### src/rtl/cnc_pkg.sv
package cnc_pkg;
  typedef enum logic {
    CASC_OFF = 1'b0,
    CASC_ON  = 1'b1
  } casc_state_e;
endpackage

### src/rtl/cnc_epoch_gate.sv
// Holds the cascade on/off decision; it is re-evaluated only on epoch samples.
module cnc_epoch_gate #(
  parameter int CW = 4
) (
  input  logic          clk,
  input  logic          rst_n,
  input  logic          in_valid,
  input  logic          epoch,
  input  logic [CW-1:0] path_cnt,
  input  logic [CW-1:0] path_thr,
  output logic          en_now
);
  import cnc_pkg::*;

  casc_state_e state_q, state_d;
  logic        upd_en;
  logic        cmp_on;

  assign upd_en = in_valid & epoch;
  assign cmp_on = (path_cnt >= path_thr);

  always_comb begin
    state_d = state_q;
    if (upd_en) state_d = cmp_on ? CASC_ON : CASC_OFF;
  end

  always_ff @(posedge clk or negedge rst_n) begin
    if (!rst_n)      state_q <= CASC_OFF;
    else if (upd_en) state_q <= state_d;
  end

  // The decision taken on an epoch sample applies to that same sample.
  assign en_now = (state_d == CASC_ON);
endmodule

### src/rtl/cnc_sub_stage.sv
// One weighted replica subtraction with saturation (combinational).
module cnc_sub_stage #(
  parameter int DW = 16,
  parameter int WW = 12
) (
  input  logic [DW-1:0] sample,
  input  logic          chip,
  input  logic [WW-1:0] weight,
  input  logic          active,
  output logic [DW-1:0] result
);
  localparam int EW = DW + 2;
  localparam logic signed [EW-1:0] MAXV = EW'((64'sd1 <<< (DW-1)) - 64'sd1);
  localparam logic signed [EW-1:0] MINV = -MAXV - EW'(1);

  logic signed [EW-1:0] s_ext, w_ext, contrib, diff;

  always_comb begin
    s_ext = {{(EW-DW){sample[DW-1]}}, sample};
    w_ext = {{(EW-WW){weight[WW-1]}}, weight};
    if (!active)   contrib = '0;
    else if (chip) contrib = w_ext;
    else           contrib = -w_ext;
    diff = s_ext - contrib;
    if (diff > MAXV)      result = MAXV[DW-1:0];
    else if (diff < MINV) result = MINV[DW-1:0];
    else                  result = diff[DW-1:0];
  end
endmodule

### src/rtl/cnc_cascade.sv
module cnc_cascade #(
  parameter int DW     = 16,
  parameter int WW     = 12,
  parameter int CW     = 4,
  parameter int NSTAGE = 2
) (
  input  logic                 clk,
  input  logic                 rst_n,
  input  logic                 in_valid,
  input  logic [DW-1:0]        in_sample,
  input  logic                 epoch,
  input  logic [CW-1:0]        path_cnt,
  input  logic [CW-1:0]        path_thr,
  input  logic [NSTAGE-1:0]    chip,
  input  logic [NSTAGE*WW-1:0] weight,
  output logic                 out_valid,
  output logic [DW-1:0]        raw_out,
  output logic [NSTAGE*DW-1:0] stage_out,
  output logic                 casc_active
);
  localparam int SOW = NSTAGE * DW;

  logic           en_now;
  logic [SOW-1:0] stage_d, stage_q;
  logic [DW-1:0]  raw_d, raw_q;
  logic           act_d, act_q, vld_q;

  cnc_epoch_gate #(.CW(CW)) u_gate (
    .clk      (clk),
    .rst_n    (rst_n),
    .in_valid (in_valid),
    .epoch    (epoch),
    .path_cnt (path_cnt),
    .path_thr (path_thr),
    .en_now   (en_now)
  );

  // Each stage subtracts from the raw sample, never from a previous stage.
  for (genvar k = 0; k < NSTAGE; k++) begin : g_stage
    cnc_sub_stage #(.DW(DW), .WW(WW)) u_sub (
      .sample (in_sample),
      .chip   (chip[k]),
      .weight (weight[k*WW +: WW]),
      .active (en_now),
      .result (stage_d[k*DW +: DW])
    );
  end

  always_comb begin
    raw_d = in_sample;
    act_d = en_now;
  end

  always_ff @(posedge clk or negedge rst_n) begin
    if (!rst_n) vld_q <= 1'b0;
    else        vld_q <= in_valid;
  end

  always_ff @(posedge clk or negedge rst_n) begin
    if (!rst_n) begin
      raw_q   <= '0;
      stage_q <= '0;
      act_q   <= 1'b0;
    end else if (in_valid) begin
      raw_q   <= raw_d;
      stage_q <= stage_d;
      act_q   <= act_d;
    end
  end

  assign out_valid   = vld_q;
  assign raw_out     = raw_q;
  assign stage_out   = stage_q;
  assign casc_active = act_q;
endmodule

### config.mk
export PLATFORM = sky130hd
export DESIGN_NAME = cnc_cascade
export DESIGN_NICKNAME = d
export VERILOG_FILES = /design/src/rtl/cnc_pkg.sv /design/src/rtl/cnc_epoch_gate.sv /design/src/rtl/cnc_sub_stage.sv /design/src/rtl/cnc_cascade.sv
export SDC_FILE = /design/constraint.sdc
export NUM_CORES = 1
export LEC_CHECK = 0
export BUFFER_PORTS_ARGS = -buffer_cell sky130_fd_sc_hd__buf_2
export CAP_MARGIN = 20
export CORE_UTILIZATION = 44
export DETAILED_ROUTE_END_ITERATION = 8
export GPL_TIMING_DRIVEN = 0
export PLACE_DENSITY = 0.71
export SLEW_MARGIN = 20
export SYNTH_ARGS = -nofsm -noshare
export SYNTH_HDL_FRONTEND = slang
export SYNTH_SLANG_ARGS = --single-unit
export TNS_END_PERCENT = 30
### constraint.sdc
create_clock -name clk -period 7.08 [get_ports clk]
set_clock_uncertainty 0.15 [all_clocks]
set_input_delay 0.354 -clock clk [delete_from_list [all_inputs] [get_ports clk]]
set_output_delay 0.354 -clock clk [all_outputs]
set_load 0.02 [all_outputs]
==> run_results.csv, run 1 <==
group,metric,value,unit
worst_setup_path,path_buf_inv,6,
die,die_w,106,um
cts,post-cts-setup-buffers,0,
worst_setup_path,regToRegSetupSlack,2.44,ns
detailed_routing,drcViolationCount,0,
timing,fin_crit_sh,0.763,
timing,min_period,5.40,ns
die,start_util,0.458,
hold_path,min_path_cells,2,
worst_setup_path,crit_type,"in2reg",
hold_path,hold_end,"raw_out[0]",
cts,clk_latency,0.34,ns
global_route,grt_pass1_wl,22.3,mm
synth,seq_area_frac_synth,0.267,
worst_setup_path,arrival,5.44,ns
layout,final-seq-area,0.00128,mm2
run,cap_violations,0,
worst_setup_path,reg2reg_depth,14,
timing,hold_viol_final,0,
timing,setup_viol,0,
worst_setup_path,max_stage_delay,0.84,ns
worst_setup_path,crit_slowest_cell,"a2111oi_0",
synth,ys_dominant_reg_cell,"dfrtp_1",
global_route,grt_max_degree,52,
cts,tritoncts,"built",
synth,yosysTopAreaCellShare,0.267,
detailed_routing,drt-wirelength-per-cell,17.4,um
cts,cts_root_buf,"clkbuf_8",
synth,yosysWarnings,0,
synth,synthTopCellsByArea,"dfrtp_1 (27%), ha_1 (10%), mux2_2 (5.2%)",
cts,path_clk_slew,0.11,ns
timing,worst_slack,1.68,ns
layout,layout_commonest_cell,"buf_2",
worst_setup_path,crit_required,7.11,ns
die,fp-row-count,37,
detailed_routing,via_per_inst,5.71,
timing,setup_tns,0,ns
global_route,overflow,0,
synth,yosys.area.top_type,"dfrtp_1",
detailed_routing,drt_iter0_drc,277,
worst_setup_path,cp-start-kind,"primary input",
synth,synth_edf_count,0,
layout,area_delta_synth_final,16.8,%
layout,drive_gt1_frac,0.259,
global_route,grt_pass1_vias,4318,
timing,grt_setup_unrepaired,"false",
detailed_routing,drt_first_pass_iters,4,
die,core_area,0.0104,mm2
hold_path,hold_path.class,"in2reg",
detailed_routing,ant_nets,0,
synth,ys_types,73,
die,io_pins,104,
timing,finalMaxSlewViolations,0,
outcome,outcome,"completed",
detailed_routing,routed_wl,13.7,mm
layout,final_cell_mix,"buf_2 (106), nand2_1 (61), dfrtp_1 (51)",
synth,postSynthCellCount,539,
synth,avgSynthCellArea,8.85,um2
place,dp_slack,1.84,ns
timing,worstMarginPinSlew,1.07,ns
detailed_routing,vias,4499,
place,hpwl,10.9,mm
layout,diodes,0,
synth,synth-seq-cells,51,
place,gp_congestion,0.891,
power,p_leak,2.49,nW
place,io_buffers,103,
cts,numCtsBuffers,5,
worst_setup_path,cp_top_family,"compound AO/OA/AOI/OAI gates",
cts,clockBufferDepth,2,
synth,syn_area,0.00477,mm2
global_route,track_usage,0.254,
layout,nNetsFinal,747,
worst_setup_path,critPathCaptureType,"flop",
worst_setup_path,r2r_end,"stage_out[26]",
worst_setup_path,crit_chain,"dlygate4sd3_1, buf_2, buf_2, nand3_1, o21ai_2, clkbuf_1, nand2_1, ha_1, clkbuf_1, nand2_1, a2111oi_0, nor2_1, a31oi_1, o22ai_1, nand4_1, buf_4, o311ai_2",
layout,multi_input_area,0.00324,mm2
synth,synthArstFlopShare,1.00,
hold_path,holdCritStartpoint,"in_sample[0]",
power,power_density,260,mW/mm2
cts,cts_max_level,2,
worst_setup_path,crit_fanout,10,
layout,num-fill-cells,1027,
die,die_h,106,um
synth,synth_nets,635,
die,dieArea,0.0113,mm2
timing,slew_headroom,0.270,
worst_setup_path,r2r-start,"u_gate.state_q",
power,irDropWorstVdd,0.000119,V
global_route,antenna_found_initial,0,
timing,clock.fmax,185,MHz
cts,clkSinkCount,51,
==> through the flow <==
stage	util	total power [mW]	hold WS [ns]	std cells	area [um2]
global route	0.535	1.56	0.122	788	5580
CTS	0.535	1.46	0.112	788	5580
floorplan	-	1.02	-0.0916	539	4770
detailed placement	0.524	1.26	0.293	778	5460
finish	0.535	1.45	0.118	788	5580
global placement	0.524	1.24	0.311	778	5460
==> state kept, by name, indices dropped and copies added (netlist names) <==
signal          cells
casc_active         1
out_valid           1
raw_out            16
stage_out          32
u_gate.state_q      1
==> synth_stat cells (3+ instances only) <==
master      n
o311ai_2    9
a211oi_1    6
or3_1       4
a21oi_1    42
xor2_1     20
xnor2_1    26
dfrtp_1    51
clkbuf_1   18
a221o_1    15
a31oi_1    10
o21bai_1    4
buf_2       4
nand4_1     5
o211ai_1    3
nand2_1    61
a21o_1     12
and2_1      7
ha_1       40
nor3_1     10
o21ai_0    20
a211o_1     4
nor2b_1     3
nor4_1      3
nand3_1    11
mux2_2     22
o21a_1      7
a2111oi_0   3
inv_1      30
buf_6       3
nand3b_1    3
nor2_1     28
==> area by class of cell <==
| type | count | share of cell area |
|---|---|---|
| Timing Repair Buffer | 105 | 0.0965 |
| Tap cell | 136 | 0.0305 |
| Clock inverter | 3 | 0.00471 |
| Multi-Input combinational cell | 429 | 0.581 |
| Buffer | 29 | 0.0258 |
| Clock buffer | 5 | 0.0123 |
| Inverter | 30 | 0.0202 |
| Sequential cell | 51 | 0.229 |
==> kinds of logic after synthesis <==
group,count (synthesis),synth area share
flops,51,0.267
buf+inv,59,0.0537
fa+ha+maj,42,0.113
simple gates,150,0.153
mux,23,0.0540
compound gates,167,0.270
xor+xnor,47,0.0891
==> worst max-delay path by stage <==
stage,from,end,slack (ns),depth (start not counted)
after CTS,in_valid,stage_out[26],1.80,17
after floorplan,path_cnt[0],stage_out[25],3.06,16
after detailed placement,path_cnt[0],stage_out[28],1.84,18
after global routing,in_valid,stage_out[26],1.33,17
after global placement,path_cnt[0],stage_out[28],1.96,18
final,in_valid,stage_out[26],1.68,17
==> metal layers <==
layer  wire, um  vias up  global-route usage
met1       6500     2133               0.352
met5          0        -                   0
met3        756       16              0.0276
li1           -     2212                   -
met2       6180      138               0.417
met4        261        0              0.0714
==> power breakdown <==
group | switching [mW] | internal [mW] | leakage (nW) | total (mW)
combinational | 0.499 | 0.327 | 1.84 | 0.826
sequential | 0.0443 | 0.382 | 0.593 | 0.426
clock | 0.123 | 0.0733 | 0.0491 | 0.197
total | 0.667 | 0.782 | 2.49 | 1.45
==> timing repair <==
action	CTS	global route
hold endpoints to repair	52	0
gates resized for setup	0	0
hold buffers	2	0
Note: power is estimated with default switching activity, not from simulation.
==> run 2, diff against run 1 <==
- PLACE_DENSITY: 0.71 -> 0.73
- clock period: 7.08 -> 4.45 ns (I/O delays scaled with it)
==> run_results.csv, run 2 (synthesis gave the netlist of run 1 again) <==
group,metric,value,unit
die,die_w,106,um
hold_path,hold_path.class,"in2reg",
detailed_routing,via_per_inst,5.81,
timing,finalMaxSlewViolations,0,
cts,clk_latency,0.32,ns
layout,layout_commonest_cell,"buf_2",
detailed_routing,top_layer,"met4",
power,p_leak,2.51,nW
global_route,grt_max_degree,52,
layout,drive_gt1_frac,0.266,
detailed_routing,vias,4582,
worst_setup_path,cp-start-kind,"primary input",
worst_setup_path,arrival,4.27,ns
cts,post-cts-setup-buffers,0,
die,fp-row-count,37,
layout,final_core_util,0.539,
worst_setup_path,r2r_end,"stage_out[25]",
run,cap_violations,0,
detailed_routing,drt_iter0_drc,188,
layout,num-fill-cells,978,
cts,cts_root_buf,"clkbuf_8",
die,core_area,0.0104,mm2
worst_setup_path,crit_slowest_cell,"a2111oi_2",
global_route,antenna_found_initial,0,
timing,setup_viol,0,
detailed_routing,drcViolationCount,0,
global_route,overflow,0,
layout,final_cell_mix,"buf_2 (106), nand2_1 (61), dfrtp_1 (51)",
worst_setup_path,regToRegSetupSlack,0.47,ns
place,io_buffers,103,
timing,min_period,4.23,ns
worst_setup_path,max_stage_delay,0.48,ns
layout,diodes,0,
hold_path,holdCritStartpoint,"in_sample[3]",
worst_setup_path,crit_required,4.49,ns
cts,clkSinkCount,51,
worst_setup_path,crit_type,"in2reg",
worst_setup_path,crit_chain,"buf_2, inv_1, ha_1, nand2b_1, a31oi_1, o21ai_4, clkbuf_4, nand2_1, fa_1, a21o_1, a2111oi_2, o31ai_1, a2111oi_1, o32ai_1, nand4_1, buf_4, o311ai_2",
detailed_routing,drt-met1-wl,6.06,mm
place,gp_congestion,0.908,
worst_setup_path,crit_fanout,10,
detailed_routing,route.met2.wl,6.66,mm
timing,hold_viol_final,0,
detailed_routing,routed_wl,13.7,mm
power,power_density,414,mW/mm2
timing,grt_setup_unrepaired,"false",
place,hpwl,10.9,mm
die,dieArea,0.0113,mm2
worst_setup_path,r2r-start,"u_gate.state_q",
detailed_routing,drt-wirelength-per-cell,17.4,um
detailed_routing,ant_nets,0,
worst_setup_path,crit_path_start,"path_cnt[0]",
cts,tritoncts,"built",
layout,largest_reg_flops,32,
hold_path,hold_end,"raw_out[3]",
detailed_routing,wl_met3,639,um
cts,numCtsBuffers,5,
cts,cts_max_level,2,
die,die_h,106,um
timing,worstMarginPinSlew,0.757,ns
global_route,grt_pass1_vias,4402,
global_route,grt_pass1_wl,21.5,mm
timing,slew_headroom,0.495,
outcome,outcome,"completed",
cts,clockBufferDepth,2,
power,irDropWorstVdd,0.000278,V
timing,worst_slack,0.219,ns
die,io_pins,104,
timing,clock.fmax,236,MHz
die,start_util,0.458,
layout,nNetsFinal,748,
worst_setup_path,critPathCaptureType,"flop",
layout,area_delta_synth_final,17.7,%
timing,fin_crit_sh,0.951,
cts,path_clk_slew,0.12,ns
global_route,track_usage,0.243,
hold_path,min_path_cells,2,
detailed_routing,drt_first_pass_iters,4,
worst_setup_path,reg2reg_depth,13,
place,dp_slack,-0.593,ns
run 2: cell count changes in the layout (fill, tap and decap cells not counted), moves of 2 or more:
cell	change
a2111oi_0	-2
clkbuf_2	+2
clkbuf_1	-3
inv_6	-2
run 2: cell type report:
type	count	area (um2)	area share
clock inverters	3	28.8	0.00512
repair buffers	106	548	0.0976
plain buffers	29	150	0.0267
inverters	30	113	0.0201
clock buffers	5	68.8	0.0123
multi-input cells	429	3260	0.581
well taps	136	170	0.0303
flip-flops and latches	51	1280	0.227
run 2: critical path, delay by kind of cell:
family | cells | cell delay (ns)
compound gates | 8 | 2.16
fa+ha+maj | 2 | 0.72
buf+inv | 4 | 0.67
simple gates | 3 | 0.49
run 2: where the power goes:
part | switching (mW) | internal (mW) | leakage (nW)
clock network | 0.188 | 0.117 | 0.0502
logic | 0.810 | 0.526 | 1.86
registers | 0.0759 | 0.607 | 0.593
total | 1.07 | 1.25 | 2.51
run 2: how the worst max path moves through the flow:
stage	cells after the start	end	slack, ns
after floorplan	16	stage_out[25]	0.56
after global placement	18	stage_out[28]	-0.42
after detailed placement	18	stage_out[29]	-0.59
after CTS	17	stage_out[29]	0.02
after global routing	17	stage_out[25]	0.01
final	17	stage_out[25]	0.22
run 2: what timing repair did:
item,in CTS,in global routing
hold buffers,3,0
hold endpoints to repair,53,0
setup endpoints to repair,14,14
resized for setup,3,8
run 2: metal layers:
metal / up-vias / global-route usage
li1: 2210 / -
met1: 2200 / 0.307
met2: 144 / 0.419
met3: 28 / 0.0343
met4: 0 / 0.0893
met5: - / 0
run 2: stage by stage:
step           cells  hold WS, ns  instance area (um2)  power [mW]  TNS (ns)
2_1_floorplan    539       -0.223                 4770        1.62         0
5_1_grt          789       0.0412                 5620        2.48         0
3_5_place_dp     778        0.154                 5460        2.00    -10.62
3_3_place_gp     778        0.192                 5460        1.97     -7.01
4_1_cts          789       0.0289                 5590        2.32         0
6_report         789       0.0451                 5620        2.32         0
